## config.mk

```make
export PLATFORM = sky130hd
export DESIGN_NAME = serial_rx_core
export DESIGN_NICKNAME = d
export VERILOG_FILES = /design/src/rtl/serrx_pkg.sv /design/src/rtl/serrx_sync.sv /design/src/rtl/serrx_bit_clock.sv /design/src/rtl/serrx_frame_fsm.sv /design/src/rtl/serrx_hold.sv /design/src/rtl/serial_rx_core.sv
export SDC_FILE = /design/constraint.sdc
export NUM_CORES = 1
export LEC_CHECK = 0
export BUFFER_PORTS_ARGS = -buffer_cell sky130_fd_sc_hd__buf_2
export CAP_MARGIN = 30
export CORE_MARGIN = 2
export CORE_UTILIZATION = 45
export DETAILED_ROUTE_END_ITERATION = 10
export PLACE_DENSITY = 0.66
export SYNTH_ARGS = -nofsm -noshare
export SYNTH_HDL_FRONTEND = slang
export SYNTH_HIERARCHICAL = 1
export SYNTH_SLANG_ARGS = --single-unit
```

## constraint.sdc

```tcl
create_clock -name clk -period 2.3 [get_ports clk]
set_clock_uncertainty 0.1 [all_clocks]
set_input_delay 0.46 -clock clk [delete_from_list [all_inputs] [get_ports clk]]
set_output_delay 0.46 -clock clk [all_outputs]
set_load 0.01 [all_outputs]
```

## src/rtl/serrx_pkg.sv

```systemverilog
package serrx_pkg;

    localparam int unsigned CHAR_W     = 8;
    localparam int unsigned MAX_FACTOR = 64;
    localparam int unsigned CNT_W      = $clog2(MAX_FACTOR);
    localparam int unsigned IDX_W      = $clog2(CHAR_W);

    typedef enum logic [2:0] {
        RX_IDLE,
        RX_START,
        RX_DATA,
        RX_PAR,
        RX_STOP
    } rx_state_e;

    typedef struct packed {
        logic [CHAR_W-1:0] data;
        logic              par_bad;
        logic              stop_bad;
    } rx_char_t;

    function automatic int unsigned factor_of(input logic [1:0] code);
        case (code)
            2'b10:   return 16;
            2'b11:   return 64;
            default: return 1;
        endcase
    endfunction

    function automatic int unsigned len_of(input logic [1:0] code);
        return 5 + int'(code);
    endfunction

endpackage

```

## src/rtl/serrx_sync.sv

```systemverilog
module serrx_sync #(
    parameter int unsigned STAGES = 2
) (
    input  logic clk,
    input  logic rst,
    input  logic din,
    output logic dout
);
    logic [STAGES-1:0] chain;

    always_ff @(posedge clk) begin
        if (rst) chain <= '1;
        else     chain <= {chain[STAGES-2:0], din};
    end

    assign dout = chain[STAGES-1];
endmodule

```

## src/rtl/serrx_bit_clock.sv

```systemverilog
module serrx_bit_clock
    import serrx_pkg::*;
(
    input  logic       clk,
    input  logic       rst,
    input  logic       restart,
    input  logic [1:0] mul_code,
    output logic       strobe
);
    logic [CNT_W-1:0] cnt;
    logic [CNT_W-1:0] full_ld;
    logic [CNT_W-1:0] half_ld;

    always_comb begin
        full_ld = CNT_W'(factor_of(mul_code) - 1);
        half_ld = (factor_of(mul_code) > 1) ? CNT_W'(factor_of(mul_code) / 2 - 1) : '0;
    end

    always_ff @(posedge clk) begin
        if (rst)              cnt <= '0;
        else if (restart)     cnt <= half_ld;
        else if (cnt == '0)   cnt <= full_ld;
        else                  cnt <= cnt - 1'b1;
    end

    assign strobe = (cnt == '0);
endmodule

```

## src/rtl/serrx_frame_fsm.sv

```systemverilog
module serrx_frame_fsm
    import serrx_pkg::*;
(
    input  logic       clk,
    input  logic       rst,
    input  logic       rx_s,
    input  logic       rx_en,
    input  logic       strobe,
    input  logic [1:0] cfg_len,
    input  logic       cfg_par_en,
    input  logic       cfg_par_even,
    input  logic [1:0] cfg_clk_mul,
    output logic       restart,
    output logic       done,
    output rx_char_t   char_out
);
    rx_state_e         state;
    logic              rx_prev;
    logic [IDX_W-1:0]  bit_idx;
    logic [CHAR_W-1:0] shreg;
    logic              par_acc;
    logic              par_bad;
    logic              fall;
    logic              last_bit;

    assign fall     = rx_prev & ~rx_s;
    assign last_bit = (bit_idx == IDX_W'(len_of(cfg_len) - 1));
    assign restart  = (state == RX_IDLE) && rx_en && fall;

    always_ff @(posedge clk) begin
        if (rst) begin
            state    <= RX_IDLE;
            rx_prev  <= 1'b1;
            bit_idx  <= '0;
            shreg    <= '0;
            par_acc  <= 1'b0;
            par_bad  <= 1'b0;
            done     <= 1'b0;
            char_out <= '0;
        end else begin
            rx_prev <= rx_s;
            done    <= 1'b0;
            if (!rx_en) begin
                state <= RX_IDLE;
            end else begin
                case (state)
                    RX_IDLE: if (fall) begin
                        bit_idx <= '0;
                        shreg   <= '0;
                        par_acc <= 1'b0;
                        par_bad <= 1'b0;
                        state   <= (factor_of(cfg_clk_mul) == 1) ? RX_DATA : RX_START;
                    end
                    RX_START: if (strobe) begin
                        state <= rx_s ? RX_IDLE : RX_DATA;
                    end
                    RX_DATA: if (strobe) begin
                        shreg[bit_idx] <= rx_s;
                        par_acc        <= par_acc ^ rx_s;
                        bit_idx        <= bit_idx + 1'b1;
                        if (last_bit) state <= cfg_par_en ? RX_PAR : RX_STOP;
                    end
                    RX_PAR: if (strobe) begin
                        par_bad <= par_acc ^ rx_s ^ ~cfg_par_even;
                        state   <= RX_STOP;
                    end
                    RX_STOP: if (strobe) begin
                        char_out.data     <= shreg;
                        char_out.par_bad  <= par_bad;
                        char_out.stop_bad <= ~rx_s;
                        done              <= 1'b1;
                        state             <= RX_IDLE;
                    end
                    default: state <= RX_IDLE;
                endcase
            end
        end
    end
endmodule

```

## src/rtl/serrx_hold.sv

```systemverilog
module serrx_hold
    import serrx_pkg::*;
(
    input  logic              clk,
    input  logic              rst,
    input  logic              done,
    input  rx_char_t          char_in,
    input  logic              rd_strobe,
    input  logic              err_clr,
    output logic [CHAR_W-1:0] data,
    output logic              ready,
    output logic              pe,
    output logic              fe,
    output logic              oe
);
    always_ff @(posedge clk) begin
        if (rst) begin
            data  <= '0;
            ready <= 1'b0;
            pe    <= 1'b0;
            fe    <= 1'b0;
            oe    <= 1'b0;
        end else begin
            if (err_clr) begin
                pe <= 1'b0;
                fe <= 1'b0;
                oe <= 1'b0;
            end
            if (done) begin
                data  <= char_in.data;
                ready <= 1'b1;
                if (ready && !rd_strobe) oe <= 1'b1;
                if (char_in.par_bad)     pe <= 1'b1;
                if (char_in.stop_bad)    fe <= 1'b1;
            end else if (rd_strobe) begin
                ready <= 1'b0;
            end
        end
    end
endmodule

```

## src/rtl/serial_rx_core.sv

```systemverilog
module serial_rx_core
    import serrx_pkg::*;
(
    input  logic       clk,
    input  logic       rst,
    input  logic       rx_line,
    input  logic       rx_en,
    input  logic       rd_strobe,
    input  logic       err_clr,
    input  logic [1:0] cfg_len,
    input  logic       cfg_par_en,
    input  logic       cfg_par_even,
    input  logic [1:0] cfg_clk_mul,
    output logic [7:0] rx_data,
    output logic       rx_ready,
    output logic       err_parity,
    output logic       err_frame,
    output logic       err_overrun
);
    logic     rx_s;
    logic     strobe;
    logic     restart;
    logic     done;
    rx_char_t char_w;

    serrx_sync #(.STAGES(2)) u_sync (
        .clk(clk), .rst(rst), .din(rx_line), .dout(rx_s)
    );

    serrx_bit_clock u_clk (
        .clk(clk), .rst(rst), .restart(restart),
        .mul_code(cfg_clk_mul), .strobe(strobe)
    );

    serrx_frame_fsm u_fsm (
        .clk(clk), .rst(rst), .rx_s(rx_s), .rx_en(rx_en), .strobe(strobe),
        .cfg_len(cfg_len), .cfg_par_en(cfg_par_en), .cfg_par_even(cfg_par_even),
        .cfg_clk_mul(cfg_clk_mul), .restart(restart), .done(done), .char_out(char_w)
    );

    serrx_hold u_hold (
        .clk(clk), .rst(rst), .done(done), .char_in(char_w),
        .rd_strobe(rd_strobe), .err_clr(err_clr),
        .data(rx_data), .ready(rx_ready),
        .pe(err_parity), .fe(err_frame), .oe(err_overrun)
    );
endmodule

```

==> metrics.txt, run 1 <==
Mean Syn Cell Area=8.662 um^2; Final nets=282; TritonCTS clock tree=yes; status=finished clean; Starting Density=0.4591; Netlist Area Pre-Place=0.002140 mm^2; Hold Violations, Final=0; combinational share of power=0.175; Die Ht=72.96 um; drt pass-1 iters=4; Detailed Place HPWL=2.928 mm; # DRC=0; TritonCTS Buffers=5; final antenna-violating net count=0; clock network power share=0.292; largest net degree at the start of global routing=35; clk slew on worst S/H paths=0.09 ns; Synth area leaders=dfxtp_1 45%, a21oi_1 7.0%, nand2_1 5.8%; Final WS setup=0.1612 ns; Final setup viols=0; Async SR Flop Fraction=0; CTS root buffer=clkbuf_8; Internal=1.231 mW; fin crit share=0.9299; global-route wire length before repair=7.431 mm; area growth from synthesis to layout=11.17%; total wire length=4.254 mm; VDD IR max=284.5 uV; setup TNS=0 ns; fin crit period=2.139 ns; Max Clk Rate=467.5 MHz; DRT iter0 DRCs=104; final core utilization=0.5103; critical path capture point type=flop; max cap viols=0; worst-case clock buffer depth=2; synth unique cells=48; P_sw=487.3 uW; Worst Hold Class=input pin to flop; top cell type's share of synthesized area=0.4491; power density cells=722.6 mW/mm^2; largest family of logic cells by synthesized area=simple AND/OR/NAND/NOR gates; Vias per Instance=5.449; Post-CTS Repair Setup Buffers=0; complex-gate fraction of the synthesized area=0.1591; CP Data Required Time=2.43 ns; Total GRT Usage=0.1776; via count=1760; die width=72.96 um; multiplexer area fraction after synthesis=0.04678; Max Slew Vio Count=0; global route overflow=0; most frequent cells after synthesis=48 x dfxtp_1, 33 x nand2_1, 30 x a21oi_1; xor/xnor cell area share of the yosys netlist=0.02456; DP Worst Slack=0.1458 ns; num rows=25; Post-Synthesis Cells=247; syn_nets=261; Post-Synth Simple-Gate Area=0.2673; # H-tree levels=2; FF+latch count, synth=48; Primary FF master, synth=dfxtp_1; most common cell in the synthesized netlist=dfxtp_1; Switching Share=0.2835; number of global-route vias before repair=1595; core footprint=0.004661 mm^2; cell taking the most area after synthesis=dfxtp_1; max_slew headroom=0.6041; Tightest Pin Transition=0.5939 ns; startpoint types=flop; IO Pins=24; CTS Sinks=48; Pwr Total=1.719 mW; Routability Congestion=0.7955; number of synthesized flops with an enable pin=0; Post-CTS Hold Fix Bufs=0; filler cell count in the final layout=472; ANT cells=0; wire per inst=13.17 um; RSZ-0062 raised after global routing=false; I/O Buffers=23; CP Max Fanout=6; Yosys Warn Count=6; CP arrival=2.27 ns; register area share after synthesis=0.4491; register share of total power=0.533; Lkg Pwr=0.8528 nW; adder-cell area share of the yosys netlist=0.01170; initial antenna violation count=0; Setup CP Type=flop to flop; latest clock arrival within the worst-skew pair=0.30 ns; fraction of layout cells with a size suffix above 1=0.1673; Die Area=0.005322 mm^2
==> layer usage <==
metal / global-route usage / routed length (um)
met1: 0.2373 / 2219
met2: 0.2939 / 1864
met3: 0.04144 / 143
met4: 0.03704 / 26
met5: 0 / 0
==> flip-flops by register name, indices dropped and copies added, names as in the netlist <==
name / cells
u_clk/cnt: 6
u_fsm/bit_idx: 3
u_fsm/char_out: 10
u_fsm/done: 1
u_fsm/par_acc: 1
u_fsm/par_bad: 1
u_fsm/rx_prev: 1
u_fsm/shreg: 8
u_fsm/state: 3
u_hold/data: 8
u_hold/fe: 1
u_hold/oe: 1
u_hold/pe: 1
u_hold/ready: 1
u_sync/chain: 2
==> cell usage in the layout, fill, tap and decap left out, types with 3 or more instances in the layout <==
| cell type | count |
|---|---|
| or3b_1 | 3 |
| nand3_1 | 4 |
| clkbuf_8 | 5 |
| o21ai_1 | 11 |
| xnor2_1 | 4 |
| a21oi_1 | 30 |
| dfxtp_1 | 48 |
| nor2b_1 | 6 |
| buf_4 | 5 |
| nand2b_1 | 5 |
| inv_1 | 3 |
| mux2i_1 | 10 |
| nor3_1 | 8 |
| nor2_1 | 19 |
| o21ai_0 | 3 |
| buf_2 | 23 |
| a31oi_1 | 4 |
| nor3b_1 | 3 |
| nand2_1 | 33 |
==> power by group through the flow <==
| stage | Combinational, mW | Sequential (mW) | Clock [mW] |
|---|---|---|---|
| 3_5_place_dp | 0.292 | 0.934 | 0 |
| 6_report | 0.301 | 0.916 | 0.502 |
| 3_3_place_gp | 0.288 | 0.933 | 0 |
| 2_1_floorplan | 0.221 | 0.921 | 0 |
| 4_1_cts | 0.294 | 0.915 | 0.512 |
| 5_1_grt | 0.338 | 0.924 | 0.550 |
==> through the flow <==
| stage | hold slack [ns] | area, um^2 | instances |
|---|---|---|---|
| finish | 0.2446 | 2379 | 323 |
| global route | 0.2622 | 2379 | 323 |
| CTS | 0.2412 | 2375 | 323 |
| detailed placement | 0.2916 | 2282 | 315 |
| global placement | 0.2906 | 2282 | 315 |
| floorplan | 0.2832 | 2140 | 247 |
==> logic make-up after synthesis <==
| family | Yosys count |
|---|---|
| AOI/OAI and AO/OA | 60 |
| DFF | 48 |
| buffers and inverters | 17 |
| xor gates and xnor gates | 6 |
| adders and majority gates | 2 |
| and+or+nand+nor | 104 |
| muxes | 10 |
==> worst paths after layout <==
kind / cells after the start / slack (ns) / end / start
max: 6 / 0.16 / u_fsm/shreg[7]$_SDFFE_PP0P_ / u_clk/cnt[3]$_SDFF_PP0_
min: 2 / 0.24 / u_sync/chain[0]$_SDFF_PP1_ / rx_line
max reg2reg: 6 / 0.16 / u_fsm/shreg[7]$_SDFFE_PP0P_ / u_clk/cnt[3]$_SDFF_PP0_
min reg2reg: 1 / 0.32 / u_sync/chain[1]$_SDFF_PP1_ / u_sync/chain[0]$_SDFF_PP1_
==> final cells by class <==
type | instances | area [um^2] | share of cell area
multi-input combinational | 182 | 1094 | 0.4598
sequential | 48 | 960.9 | 0.4040
timing repair buffer | 28 | 152.6 | 0.06418
clock buffer | 5 | 68.82 | 0.02893
tap | 54 | 67.56 | 0.02841
clock inverter | 3 | 23.77 | 0.009995
inverter | 3 | 11.26 | 0.004734
==> critical path, cell delays in order, from the launching register on <==
cell     delay, ns
dfxtp_1       0.34
or4_4         0.55
nor3_1        0.23
and2_1        0.28
and4_1        0.32
nand3_1       0.10
a21oi_1       0.15
==> what timing repair did <==
action / 4_1_cts / 5_1_grt
gates resized for setup: 0 / 1
hold endpoints to repair: 0 / 0
endpoints found under the setup margin: 0 / 4
Note: power is estimated with default switching activity, not from simulation.
==> run 2: changes to the inputs <==
PLACE_DENSITY = 0.68   (was 0.66)
==> metrics.txt, run 2 (synthesis gave the netlist of run 1 again) <==
Top reg by flops=u_fsm/char_out; # DRC=0 (unchanged); Hold Violations, Final=0 (unchanged); Post-CTS Resized=0 (unchanged); Worst Hold Class=input pin to flop; Tightest Pin Transition=0.6138 ns (+0.01988 ns); Final setup viols=0 (unchanged); CTS Sinks=48 (unchanged); worst-case clock buffer depth=2 (unchanged); Post-CTS Hold Fix Bufs=0 (unchanged); number of global-route vias before repair=1645 (+3.1%); Total GRT Usage=0.1800 (+0.002392); CP Cell Sequence=or4_4 > nor3_1 > and2_1 > and4_1 > nand3_1 > a21oi_1; filler cell count in the final layout=479 (+1.5%); hold slack=0.2279 ns (-0.01674 ns); max cap viols=0 (unchanged); Max Slew Vio Count=0 (unchanged); fin crit share=0.9373 (+0.007335); slowest cell on the critical path=or4_4; IO Pins=24 (unchanged); CTS root buffer=clkbuf_8; ANT cells=0 (unchanged); CP Max Fanout=6 (unchanged); RSZ-0062 raised after global routing=false; setup TNS=0 ns (unchanged); core footprint=0.004661 mm^2 (unchanged); max FFs per register=10 (unchanged); via count=1770 (+0.57%); Inst Count DP=314 (-0.32%); final core utilization=0.5136 (+0.003221); Routability Congestion=0.8135 (+2.3%); Internal=1.343 mW (+9.1%); global-route wire length before repair=7.548 mm (+1.6%); commonest non-fill, non-tap cells in the layout=48 x dfxtp_1, 33 x nand2_1, 30 x a21oi_1; TritonCTS Buffers=5 (unchanged); TritonCTS clock tree=yes; global route overflow=0 (unchanged); Max Clk Rate=463.9 MHz (-0.78%); Vias per Instance=5.497 (+0.88%); clock network power share=0.342 (+0.050); fin cells=322 (-0.31%); DP Worst Slack=0.1485 ns (+0.002661 ns); Switching Share=0.2704 (-0.01313); Die Ht=72.96 um (unchanged); status=finished clean; Largest delay share family, worst path=simple AND/OR/NAND/NOR gates; total wire length=4.269 mm (+0.35%); # H-tree levels=2 (unchanged); CP arrival=2.30 ns (+0.03 ns); register share of total power=0.499 (-0.034); clk slew on worst S/H paths=0.09 ns (about the same); Die Area=0.005322 mm^2 (unchanged); initial antenna violation count=0 (unchanged); Setup CP Type=flop to flop; biggest registers after layout=u_fsm/char_out (10), u_fsm/shreg (8), u_hold/data (8); largest net degree at the start of global routing=37 (+5.7%); VDD IR max=287.5 uV (+1.1%); Lkg Pwr=0.8629 nW (+1.2%); fin crit period=2.156 ns (+0.01687 ns); die width=72.96 um (unchanged); area growth from synthesis to layout=11.87%; CP Data Required Time=2.44 ns (about the same); I/O Buffers=23 (unchanged); power density cells=768.9 mW/mm^2 (+6.4%); max_slew headroom=0.5908 (-0.01325); Final nets=281 (-0.35%); latest clock arrival within the worst-skew pair=0.31 ns (about the same); startpoint types=flop; most common cell after layout, fill and taps aside=dfxtp_1; DRT iter0 DRCs=102 (-1.9%); Multi-input gate area=0.001094 mm^2 (unchanged); CP max stage delay=0.56 ns (about the same); Final WS setup=0.1443 ns (-0.01687 ns); wire per inst=13.26 um (+0.66%); critical path capture point type=flop; register area=960.9 um^2 (unchanged); Detailed Place HPWL=2.945 mm (+0.57%); Starting Density=0.4591 (unchanged); CP Buf/Inv Count=0 (unchanged); num rows=25 (unchanged); combinational share of power=0.160 (-0.015); drt pass-1 iters=4 (unchanged); Post-CTS Repair Setup Buffers=0 (unchanged); final antenna-violating net count=0 (unchanged); P_sw=497.7 uW (+2.1%); fraction of layout cells with a size suffix above 1=0.1642 (-0.003107); reg-to-reg slack, setup=0.14 ns (-0.02 ns)
run 2: path summary, 6_finish.rpt:
path,startpoint,to,depth (start not counted)
worst max-delay path,u_clk/cnt[3]$_SDFF_PP0_,u_fsm/shreg[3]$_SDFFE_PP0P_,6
worst min register to register,u_sync/chain[0]$_SDFF_PP1_,u_sync/chain[1]$_SDFF_PP1_,1
worst min-delay path,rx_line,u_sync/chain[0]$_SDFF_PP1_,2
worst max register to register,u_clk/cnt[3]$_SDFF_PP0_,u_fsm/shreg[3]$_SDFFE_PP0P_,6
run 2: layer usage:
metal / part of all wire / global-route usage / vias up / wire length, um
li1: - / - / 912 / -
met1: 0.48 / 0.2305 / 814 / 2058
met2: 0.45 / 0.2970 / 37 / 1941
met3: 0.048 / 0.04696 / 7 / 203
met4: 0.015 / 0.05556 / 0 / 66
met5: 0 / 0 / - / 0
run 2: final cells by class:
cell class | count | area share
clock buffers | 5 | 0.02875
clock inverters | 3 | 0.01934
well taps | 54 | 0.02823
repair buffers | 27 | 0.06064
multi-input cells | 182 | 0.4569
flip-flops and latches | 48 | 0.4015
inverters | 3 | 0.004705
run 2: per-stage QoR:
step | cell area [um^2] | power (mW)
2_1_floorplan | 2140 | 1.143
3_3_place_gp | 2275 | 1.219
3_5_place_dp | 2275 | 1.226
4_1_cts | 2390 | 1.848
5_1_grt | 2394 | 1.938
6_report | 2394 | 1.841
run 2: power groups by stage:
| stage | logic, mW | registers, mW | clock network, mW |
|---|---|---|---|
| floorplan | 0.221 | 0.921 | 0 |
| global placement | 0.285 | 0.934 | 0 |
| detailed placement | 0.291 | 0.935 | 0 |
| CTS | 0.294 | 0.916 | 0.638 |
| global route | 0.332 | 0.927 | 0.679 |
| finish | 0.294 | 0.918 | 0.629 |
